$ cat src/rtl/amd_pkg.sv
`timescale 1ns/1ps
package amd_pkg;
  localparam int AW       = 16;
  localparam int PAGE_W   = 4;
  localparam int PAGE_LSB = AW - PAGE_W;

  localparam logic [PAGE_W-1:0] PG_LOW  = 4'h0;
  localparam logic [PAGE_W-1:0] PG_HIGH = 4'hC;
  localparam logic [PAGE_W-1:0] PG_VID  = 4'hD;
  localparam logic [PAGE_W-1:0] PG_IO   = 4'hE;
  localparam logic [PAGE_W-1:0] PG_TOP  = 4'hF;

  localparam logic [10:0] IO_STAT     = 11'h008;
  localparam logic [10:0] IO_SWAP_SET = 11'h00C;
  localparam logic [10:0] IO_SWAP_CLR = 11'h010;
  localparam logic [10:0] IO_INV_CLR  = 11'h014;
  localparam logic [10:0] IO_INV_SET  = 11'h015;
  localparam logic [2:0]  IO_SCRL_HI  = 3'b010;

  typedef enum logic [2:0] {
    RGN_NONE, RGN_BOOT, RGN_RAM, RGN_VID, RGN_IOW, RGN_EXT
  } rgn_e;

  typedef enum logic [3:0] {
    IOF_NONE, IOF_PPORT, IOF_TIMER, IOF_STAT, IOF_SWAP_SET,
    IOF_SWAP_CLR, IOF_INV_CLR, IOF_INV_SET, IOF_SCRL
  } iof_e;

  typedef struct packed {
    rgn_e          rgn;
    iof_e          iof;
    logic [AW-1:0] ram_addr;
  } dec_t;
endpackage

$ cat src/rtl/amd_region_decode.sv
`timescale 1ns/1ps
module amd_region_decode
  import amd_pkg::*;
(
  input  logic [AW-1:0] addr,
  input  logic          swap,
  output dec_t          dec
);
  logic [PAGE_W-1:0] page;
  logic [10:0]       io_off;

  assign page   = addr[AW-1 -: PAGE_W];
  assign io_off = addr[10:0];

  always_comb begin
    dec.rgn      = RGN_NONE;
    dec.iof      = IOF_NONE;
    dec.ram_addr = addr;
    case (page)
      PG_LOW: begin
        if (swap) begin
          dec.rgn      = RGN_RAM;
          dec.ram_addr = {PG_HIGH, addr[PAGE_LSB-1:0]};
        end else begin
          dec.rgn = RGN_BOOT;
        end
      end
      PG_HIGH: dec.rgn = swap ? RGN_BOOT : RGN_RAM;
      PG_VID:  dec.rgn = addr[11] ? RGN_NONE : RGN_VID;
      PG_IO:   dec.rgn = addr[11] ? RGN_EXT : RGN_IOW;
      PG_TOP:  dec.rgn = RGN_NONE;
      default: dec.rgn = RGN_RAM;
    endcase

    if (dec.rgn == RGN_IOW) begin
      if (io_off[10:2] == 9'd0)             dec.iof = IOF_PPORT;
      else if (io_off[10:2] == 9'd1)        dec.iof = IOF_TIMER;
      else if (io_off == IO_STAT)           dec.iof = IOF_STAT;
      else if (io_off == IO_SWAP_SET)       dec.iof = IOF_SWAP_SET;
      else if (io_off == IO_SWAP_CLR)       dec.iof = IOF_SWAP_CLR;
      else if (io_off == IO_INV_CLR)        dec.iof = IOF_INV_CLR;
      else if (io_off == IO_INV_SET)        dec.iof = IOF_INV_SET;
      else if (io_off[10:8] == IO_SCRL_HI)  dec.iof = IOF_SCRL;
    end
  end
endmodule

$ cat src/rtl/amd_mode_regs.sv
`timescale 1ns/1ps
module amd_mode_regs
  import amd_pkg::*;
#(
  parameter int SW = 8
) (
  input  logic          clk,
  input  logic          rst_n,
  input  logic          rd,
  input  iof_e          iof,
  input  logic [SW-1:0] addr_lo,
  output logic          rst_q_n,
  output logic          swap_q,
  output logic          inv_q,
  output logic [SW-1:0] scrl_q
);
  logic [1:0]    rsync;
  logic          upd;
  logic          swap_d;
  logic          inv_d;
  logic [SW-1:0] scrl_d;

  always_ff @(posedge clk or negedge rst_n) begin
    if (!rst_n) rsync <= 2'b00;
    else        rsync <= {rsync[0], 1'b1};
  end
  assign rst_q_n = rsync[1];

  always_comb begin
    swap_d = swap_q;
    inv_d  = inv_q;
    scrl_d = scrl_q;
    upd    = 1'b0;
    if (rd) begin
      case (iof)
        IOF_SWAP_SET: begin swap_d = 1'b1;    upd = 1'b1; end
        IOF_SWAP_CLR: begin swap_d = 1'b0;    upd = 1'b1; end
        IOF_INV_SET:  begin inv_d  = 1'b1;    upd = 1'b1; end
        IOF_INV_CLR:  begin inv_d  = 1'b0;    upd = 1'b1; end
        IOF_SCRL:     begin scrl_d = addr_lo; upd = 1'b1; end
        default:      upd = 1'b0;
      endcase
    end
  end

  always_ff @(posedge clk or negedge rst_q_n) begin
    if (!rst_q_n) begin
      swap_q <= 1'b0;
      inv_q  <= 1'b0;
      scrl_q <= '0;
    end else if (upd) begin
      swap_q <= swap_d;
      inv_q  <= inv_d;
      scrl_q <= scrl_d;
    end
  end
endmodule

$ cat src/rtl/amd_rdata_mux.sv
`timescale 1ns/1ps
module amd_rdata_mux
  import amd_pkg::*;
#(
  parameter int DW = 8
) (
  input  rgn_e          rgn,
  input  iof_e          iof,
  input  logic [DW-1:0] boot_d,
  input  logic [DW-1:0] ram_d,
  input  logic [DW-1:0] vid_d,
  input  logic [DW-1:0] ext_d,
  input  logic [DW-1:0] pport_d,
  input  logic [DW-1:0] timer_d,
  input  logic          tempo,
  input  logic          hblank,
  output logic [DW-1:0] rdata
);
  logic [DW-1:0] status;
  assign status = {hblank, {(DW-2){1'b1}}, tempo};

  always_comb begin
    rdata = '1;
    case (rgn)
      RGN_BOOT: rdata = boot_d;
      RGN_RAM:  rdata = ram_d;
      RGN_VID:  rdata = vid_d;
      RGN_EXT:  rdata = ext_d;
      RGN_IOW: begin
        case (iof)
          IOF_PPORT: rdata = pport_d;
          IOF_TIMER: rdata = timer_d;
          IOF_STAT:  rdata = status;
          default:   rdata = '1;
        endcase
      end
      default: rdata = '1;
    endcase
  end
endmodule

$ cat src/rtl/bank_map_decoder.sv
`timescale 1ns/1ps
module bank_map_decoder
  import amd_pkg::*;
#(
  parameter int DW = 8,
  parameter int SW = 8
) (
  input  logic          clk,
  input  logic          rst_n,
  input  logic [15:0]   cpu_addr,
  input  logic          cpu_rd,
  input  logic          cpu_wr,
  input  logic          tempo_in,
  input  logic          hblank_in,
  input  logic [DW-1:0] boot_rdata,
  input  logic [DW-1:0] ram_rdata,
  input  logic [DW-1:0] vid_rdata,
  input  logic [DW-1:0] ext_rdata,
  input  logic [DW-1:0] pport_rdata,
  input  logic [DW-1:0] timer_rdata,
  output logic          boot_cs,
  output logic          ram_cs,
  output logic          ram_we,
  output logic [15:0]   ram_addr,
  output logic          vid_cs,
  output logic          vid_we,
  output logic          ext_cs,
  output logic          pport_cs,
  output logic          timer_cs,
  output logic [1:0]    dev_sel_addr,
  output logic [DW-1:0] cpu_rdata,
  output logic          swap_on,
  output logic          reverse_on,
  output logic [SW-1:0] scroll_ofs
);
  dec_t dec;
  logic rst_q_n;

  amd_region_decode u_dec (
    .addr (cpu_addr),
    .swap (swap_on),
    .dec  (dec)
  );

  amd_mode_regs #(.SW(SW)) u_modes (
    .clk     (clk),
    .rst_n   (rst_n),
    .rd      (cpu_rd),
    .iof     (dec.iof),
    .addr_lo (cpu_addr[SW-1:0]),
    .rst_q_n (rst_q_n),
    .swap_q  (swap_on),
    .inv_q   (reverse_on),
    .scrl_q  (scroll_ofs)
  );

  amd_rdata_mux #(.DW(DW)) u_mux (
    .rgn     (dec.rgn),
    .iof     (dec.iof),
    .boot_d  (boot_rdata),
    .ram_d   (ram_rdata),
    .vid_d   (vid_rdata),
    .ext_d   (ext_rdata),
    .pport_d (pport_rdata),
    .timer_d (timer_rdata),
    .tempo   (tempo_in),
    .hblank  (hblank_in),
    .rdata   (cpu_rdata)
  );

  assign boot_cs      = (dec.rgn == RGN_BOOT);
  assign ram_cs       = (dec.rgn == RGN_RAM);
  assign vid_cs       = (dec.rgn == RGN_VID);
  assign ext_cs       = (dec.rgn == RGN_EXT);
  assign pport_cs     = (dec.iof == IOF_PPORT);
  assign timer_cs     = (dec.iof == IOF_TIMER);
  assign ram_we       = ram_cs & cpu_wr;
  assign vid_we       = vid_cs & cpu_wr;
  assign ram_addr     = dec.ram_addr;
  assign dev_sel_addr = cpu_addr[1:0];
endmodule

$ cat config.mk
export PLATFORM = sky130hd
export DESIGN_NAME = bank_map_decoder
export DESIGN_NICKNAME = d
export VERILOG_FILES = /design/src/rtl/amd_pkg.sv /design/src/rtl/amd_region_decode.sv /design/src/rtl/amd_mode_regs.sv /design/src/rtl/amd_rdata_mux.sv /design/src/rtl/bank_map_decoder.sv
export SDC_FILE = /design/constraint.sdc
export NUM_CORES = 1
export LEC_CHECK = 0
export CAP_MARGIN = 20
export CORE_ASPECT_RATIO = 1.75
export CORE_MARGIN = 2
export CORE_UTILIZATION = 29
export CTS_BUF_LIST = sky130_fd_sc_hd__clkbuf_2 sky130_fd_sc_hd__clkbuf_4 sky130_fd_sc_hd__clkbuf_8
export DETAILED_ROUTE_END_ITERATION = 8
export PLACE_DENSITY_LB_ADDON = 0.15
export SETUP_SLACK_MARGIN = 0.3
export SKIP_CTS_REPAIR_TIMING = 1
export SYNTH_ARGS = -nofsm -noshare
export SYNTH_HDL_FRONTEND = slang
export SYNTH_SLANG_ARGS = --single-unit
$ cat constraint.sdc
create_clock -name clk -period 1.6 [get_ports clk]
set_clock_uncertainty 0.2 [all_clocks]
set_input_delay 0.24 -clock clk [delete_from_list [all_inputs] [get_ports clk]]
set_output_delay 0.24 -clock clk [all_outputs]
set_load 0.01 [all_outputs]
==> results of run 1 <==
## worst max-delay path, cell delays in order, from the launching register on
cell and delay (ns):
dfrtp_2 0.44, nor3_4 0.21, mux2i_4 0.11, buf_6 0.13, buf_6 0.10, a222oi_1 0.30
nand2_1 0.13, a211o_1 0.23, buf_2 0.13
## per-layer routing
layer  vias to the layer above  track usage [%]  part of all wire, %
met5                         -                0                    0
met4                         0            4.167                 0.54
met3                         4            2.606                  8.9
met2                        77            37.35                   57
met1                       827            20.98                   33
li1                        860                -                    -
## kinds of logic (layout without fill, tap and decap cells)
logic type,count (synthesis),after routing,synth area share (%)
AOI/OAI and AO/OA,56,56,31.32
and+or+nand+nor,48,48,23.81
buffers and inverters,24,170,12.39
DFF,12,12,23.41
muxes,10,10,8.781
other,1,1,0.2924
## final cells by class
class | instances | area (sq um) | area share (%)
clock buffer | 4 | 48.80 | 1.621
timing repair buffer | 163 | 1564 | 51.95
tap | 51 | 63.81 | 2.120
sequential | 12 | 301.5 | 10.02
multi-input combinational | 115 | 1021 | 33.92
inverter | 3 | 11.26 | 0.3741
## sequential cells by signal, summed over array words and instances, names as in the netlist
register        flops
u_modes.inv_q       1
u_modes.scrl_q      8
u_modes.rsync       2
u_modes.swap_q      1
## power by group
group | total (W) | internal, W | switching, W
Combinational | 0.000619 | 0.000385 | 0.000234
Clock | 0.000291 | 0.000191 | 0.0000992
Sequential | 0.000327 | 0.000316 | 0.0000105
## worst max path at each step
stage / slack [ns] / to / start / cells past startpoint
after detailed placement: -1.34 / cpu_rdata[7] / cpu_addr[3] / 7
final: -0.87 / cpu_rdata[0] / u_modes.swap_q / 8
after CTS: -1.34 / cpu_rdata[7] / cpu_addr[3] / 7
after global placement: -1.30 / cpu_rdata[0] / cpu_addr[3] / 7
after floorplan: -0.28 / cpu_rdata[1] / u_modes.swap_q / 5
after global routing: -0.99 / cpu_rdata[0] / u_modes.swap_q / 8
## through the flow
stage               worst slack, ns  setup TNS (ns)
floorplan                   -0.2759          -2.253
global placement             -1.301          -29.67
detailed placement           -1.337          -30.03
CTS                          -1.343          -28.10
global route                -0.9905          -11.21
finish                      -0.8651          -9.067
## synth_stat cells (4+ instances only)
library cell / n
buf_4: 14
dfrtp_1: 12
nand2_1: 12
o21ai_0: 9
a21oi_1: 8
a22oi_1: 7
mux2_1: 7
nor2_1: 7
a211oi_1: 6
a22o_1: 6
o22ai_1: 6
clkbuf_1: 4
==> flow_summary_export.csv, run 1 <==
group,metric,value,unit
cts,cts.clk_slew.worst_paths,0.05,ns
worst_setup_path,r2r-end,"u_modes.inv_q",
placement,placedCellCount,332,
power,power_density,410.9,nW/um^2
worst_setup_path,criticalPathCategory,"flop to primary output",
die,start_util,29.66,%
global_route,grt_pass1_wl,7465,microns
die,die_h,91.97,microns
route,drt_first_pass_iters,4,
worst_setup_path,critPathCaptureType,"primary output",
layout,mostFrequentLayoutCell,"clkdlybuf4s50_1",
logic_synthesis,synth.top_cell.area_share,23.41,%
layout,fin_cells,348,
sta,worst_slack,-0.8651,ns
route,wl_per_cell,15.55,microns
logic_synthesis,ys.flop_type,"dfrtp_1",
placement,routabilityCongestion,0.7610,
cts,cts_made_buffers,3,
placement,dp.final_hpwl,4246,microns
cts,htreeDepth,1,
global_route,grt_max_degree,13,
sta,rsz0062_at_grt,"true",
global_route,overflow,0,
logic_synthesis,synth_area_leaders,"dfrtp_1, buf_4, mux2_1",
power,ir_drop,0.5302,mV
route,vias,1768,
logic_synthesis,synth_nets,221,
global_route,antenna_found_initial,0,
sta,setup_viol,23,
route,wirelength,5410,microns
sta,maxSlewViolCount,0,
die,io_pins,114,
layout,final.fill_count,367,
cts,clock-root-buffer,"clkbuf_8",
power,power,0.001237,W
worst_setup_path,required,1.16,ns
logic_synthesis,syn-cell-area,1282,sq um
cts,clock_path_buffers,2,
die,rows,32,
status,violations,"negative hold slack, negative setup slack",
layout,area_delta_synth_final,134.7,%
logic_synthesis,yosys.area.top_type,"dfrtp_1",
worst_setup_path,rr_worst_depth,1,
layout,fin_util,69.62,%
placement,dpl-instance-area,2799,sq um
layout,final_nets,368,
logic_synthesis,seq_area_frac_synth,23.41,%
cts,cts_tree,"done",
min_path,min-delay-path-class,"flop to asynchronous set/reset pin",
route,drc,0,
die,die-width,54.27,microns
route,ant_nets,0,
die,core_area,4324,sq um
global_route,grt_usage,19.49,%
cts,insertion_delay,0.23,ns
placement,io_buffers,113,
logic_synthesis,yosysWarningCount,0,
worst_setup_path,timing.rr.start,"u_modes.inv_q",
sta,finalHoldViolCount,10,
global_route,grt_pass1_vias,1686,
logic_synthesis,async_flop_share,100.0,%
cts,cts_sinks,12,
layout,final_cell_mix,"clkdlybuf4s50_1, buf_4, dlymetal6s2s_1",
sta,period_needed,2.465,ns
sta,hold_ws,-0.03859,ns
sta,fin_crit_sh,154.1,%
run,max-cap-violations,0,
worst_setup_path,rrSetupSlack,0.60,ns
layout,final_area,3010,sq um
logic_synthesis,synthDistinctLibCells,46,
logic_synthesis,ys_seq_elements,12,
power,leakagePower,1.723,nW
status,status,"finished, violations left",
worst_setup_path,setup.worst_path.start_class,"flop",
worst_setup_path,arrival,2.03,ns
logic_synthesis,avgSynthCellArea,8.493,sq um
worst_setup_path,crit_path_max_fanout,3,
die,die-area,4991,sq um
layout,drive_gt1_share,40.74,%
layout,n_antenna_cell,0,
route,via_per_inst,5.080,
logic_synthesis,synth_edf_count,0,
sta,max_freq,405.7,MHz
route,initialDrtViolationCount,17,
logic_synthesis,synth_cells,151,
(Power assumes the default switching activity.)
==> inputs of run 2 (changes only) <==
--- a/config.mk
+++ b/config.mk
@@ -11,6 +11,7 @@
 export CORE_UTILIZATION = 29
 export CTS_BUF_LIST = sky130_fd_sc_hd__clkbuf_2 sky130_fd_sc_hd__clkbuf_4 sky130_fd_sc_hd__clkbuf_8
 export DETAILED_ROUTE_END_ITERATION = 8
+export HOLD_SLACK_MARGIN = 0.12
 export PLACE_DENSITY_LB_ADDON = 0.15
 export SETUP_SLACK_MARGIN = 0.3
 export SKIP_CTS_REPAIR_TIMING = 1
==> results of run 2 <==
The final DEF is identical to that of run 1; final timing and power are the same.
==> inputs of run 3 (changes only) <==
--- a/config.mk
+++ b/config.mk
@@ -5,16 +5,16 @@
 export SDC_FILE = /design/constraint.sdc
 export NUM_CORES = 1
 export LEC_CHECK = 0
+export ABC_AREA = 1
 export CAP_MARGIN = 20
 export CORE_ASPECT_RATIO = 1.75
 export CORE_MARGIN = 2
-export CORE_UTILIZATION = 29
+export CORE_UTILIZATION = 32
 export CTS_BUF_LIST = sky130_fd_sc_hd__clkbuf_2 sky130_fd_sc_hd__clkbuf_4 sky130_fd_sc_hd__clkbuf_8
 export DETAILED_ROUTE_END_ITERATION = 8
 export HOLD_SLACK_MARGIN = 0.12
 export PLACE_DENSITY_LB_ADDON = 0.15
 export SETUP_SLACK_MARGIN = 0.3
-export SKIP_CTS_REPAIR_TIMING = 1
 export SYNTH_ARGS = -nofsm -noshare
 export SYNTH_HDL_FRONTEND = slang
 export SYNTH_SLANG_ARGS = --single-unit
==> flow_summary_export.csv, run 3 <==
group,metric,value,unit
status,status,"finished, violations left",
status,violations,"negative hold slack, negative setup slack",
global_route,overflow,0,
placement,placedCellCount,448,
layout,top_regs,"u_modes.scrl_q: 8 flops, u_modes.rsync: 2 flops",
layout,final_cell_mix,"buf_4, clkdlybuf4s50_1, nand2_1",
worst_setup_path,r2r-end,"u_modes.swap_q",
cts,clock-root-buffer,"clkbuf_8",
worst_setup_path,cp_slowest_cell,"dfrtp_2",
placement,io_buffers,113,
worst_setup_path,crit_path_max_fanout,6,
sta,hold_ws,-0.02024,ns
logic_synthesis,ys_seq_elements,12,
route,wirelength,7199,microns
layout,drive_gt1_share,49.31,%
global_route,grt_max_degree,11,
logic_synthesis,synth_edf_count,0,
placement,routabilityCongestion,0.8555,
power,pwr-share-clk,24.6,%
sta,finalHoldViolCount,10,
route,drt_first_pass_iters,4,
logic_synthesis,yosys.area.top_type,"dfrtp_1",
die,die-width,56.49,microns
cts,cts_tree,"done",
power,p_sw,0.0003971,W
logic_synthesis,ys.flop_type,"dfrtp_1",
logic_synthesis,synth_top_family_by_area,"simple AND/OR/NAND/NOR gates",
layout,largest_reg_flops,8,
worst_setup_path,critPathCaptureType,"primary output",
cts,insertion_delay,0.24,ns
worst_setup_path,rrSetupSlack,-0.33,ns
logic_synthesis,synth_compound_area_share,12.65,%
logic_synthesis,synth_cells,255,
global_route,grt_pass1_vias,2531,
power,power.internal,0.0009315,W
cts,cts_made_buffers,3,
worst_setup_path,timing.rr.start,"u_modes.swap_q",
sta,maxSlewViolCount,0,
worst_setup_path,required,1.16,ns
layout,fin_cells,484,
logic_synthesis,yosysWarningCount,0,
global_route,grt_pass1_wl,10730,microns
worst_setup_path,rr_worst_depth,12,
die,io_pins,114,
route,wl_per_cell,14.87,microns
logic_synthesis,synth_nets,325,
sta,period_needed,2.515,ns
die,die-area,5414,sq um
layout,n_antenna_cell,0,
layout,final_nets,503,
logic_synthesis,avgSynthCellArea,6.050,sq um
global_route,grt_usage,24.84,%
sta,worst_slack,-0.9148,ns
cts,hold_buffers,1,
route,initialDrtViolationCount,84,
sta,max_freq,397.6,MHz
worst_setup_path,crit_start,"u_modes.swap_q",
cts,cts.clk_slew.worst_paths,0.05,ns
logic_synthesis,yosys.area_share.adder,0,%
logic_synthesis,seq_area_frac_synth,19.46,%
logic_synthesis,synth.most_common_cell,"nand2_1",
sta,setup-tns-final,-13.08,ns
placement,dp.final_hpwl,4753,microns
worst_setup_path,endpoint,"cpu_rdata[5]",
layout,mostFrequentLayoutCell,"buf_4",
power,switching_share,29.89,%
logic_synthesis,synth-simple-area-share,48.34,%
power,combinationalPowerShare,50.0,%
logic_synthesis,synth_common_cells,"nand2_1, nand3_1, inv_1",
run,max-cap-violations,0,
sta,setup_viol,25,
power,pwr-share-seq,25.4,%
layout,area_delta_synth_final,137.8,%
die,core_area,4666,sq um
power,power_density,362.2,nW/um^2
logic_synthesis,synth_mux_area_share,2.839,%
logic_synthesis,syn-cell-area,1543,sq um
route,via_per_inst,5.010,
power,leakagePower,1.752,nW
logic_synthesis,synth.top_cell.area_share,19.46,%
route,vias,2425,
cts,htreeDepth,1,
placement,preCtsSetupSlack,-1.452,ns
worst_setup_path,criticalPathCategory,"flop to primary output",
logic_synthesis,async_flop_share,100.0,%
logic_synthesis,synthDistinctLibCells,34,
worst_setup_path,setup.worst_path.start_class,"flop",
worst_setup_path,arrival,2.07,ns
layout,regMostFlops,"u_modes.scrl_q",
worst_setup_path,path_cells,"inv_2 -> nand3_2 -> nand2_4 -> nor3_4 -> buf_6 -> buf_8 -> nand4_1 -> nor2_2 -> nor2_4 -> nand3_2 -> nand2_2 -> nand2_2 -> buf_6",
logic_synthesis,synth_area_leaders,"dfrtp_1, nand2_1, nand3_1",
route,drc,0,
sta,rsz0062_at_grt,"true",
cts,clock_path_buffers,2,
min_path,min-delay-path-class,"flop to asynchronous set/reset pin",
worst_setup_path,cpPeakStageDelay,0.45,ns
route,ant_nets,0,
die,die_h,95.85,microns
global_route,antenna_found_initial,0,
cts,cts_sinks,12,
sta,fin_crit_sh,157.2,%
logic_synthesis,synthXorXnorAreaFrac,0,%
die,rows,33,
die,start_util,33.07,%
power,ir_drop,0.7520,mV
==> run 3: logic make-up after synthesis <==
kind of cell / Yosys count
buffers and inverters: 51
DFF: 12
and+or+nand+nor: 157
muxes: 4
other: 1
AOI/OAI and AO/OA: 30
==> run 3: metrics by stage <==
step | power (W) | util [%] | cell area, sq um
after floorplan | 0.0005405 | - | 1588
after CTS | 0.001311 | 75.33 | 3515
after detailed placement | 0.0009409 | 64.76 | 3022
after global placement | 0.0009365 | 64.76 | 3022
after global routing | 0.001399 | 78.63 | 3669
final | 0.001329 | 78.63 | 3669
==> run 3: what timing repair did <==
item / 4_1_cts / 5_1_grt
pin swaps: 41 / 21
gates resized for setup: 267 / 45
cloned: 2 / 0
buffers inserted: 18 / 11
setup endpoints to repair: 54 / 41
hold endpoints to repair: 12 / 10
==> run 3: per-layer routing <==
layer	vias to the layer above	track usage [%]	routed length [microns]
met4	0	13.29	305
met3	25	3.226	443
met2	107	51.26	3994
met5	-	0	0
li1	1178	-	-
met1	1115	22.43	2455
==> run 3: area by class of cell <==
class	instances	area, sq um
well taps	52	65.06
flip-flops and latches	12	301.5
clock buffers	4	55.05
repair buffers	191	1770
multi-input cells	193	1316
inverters	32	160.2
fillers	313	997.2
==> run 3: how the worst min path moves through the flow <==
stage                              to  slack [ns]  cells after the start
finish                  u_modes.inv_q       -0.02                      0
detailed placement  u_modes.scrl_q[6]       -0.02                      0
floorplan            u_modes.rsync[0]       -0.26                      0
global placement       u_modes.swap_q       -0.03                      0
global route            u_modes.inv_q        0.03                      0
CTS                 u_modes.scrl_q[6]       -0.01                      0
==> run 3: critical path: cells and delay by family, from the launching register on <==
kind | cells | cell delay, ns
buffers and inverters | 4 | 0.44
DFF | 1 | 0.45
and+or+nand+nor | 9 | 0.94
==> run 3: power groups by stage <==
| stage | logic [W] | clock network, W | registers [W] |
|---|---|---|---|
| after floorplan | 0.000194 | 0 | 0.000346 |
| after global placement | 0.000596 | 0 | 0.000340 |
| after detailed placement | 0.000600 | 0 | 0.000341 |
| after CTS | 0.000636 | 0.000339 | 0.000337 |
| after global routing | 0.000707 | 0.000353 | 0.000339 |
| final | 0.000664 | 0.000327 | 0.000337 |
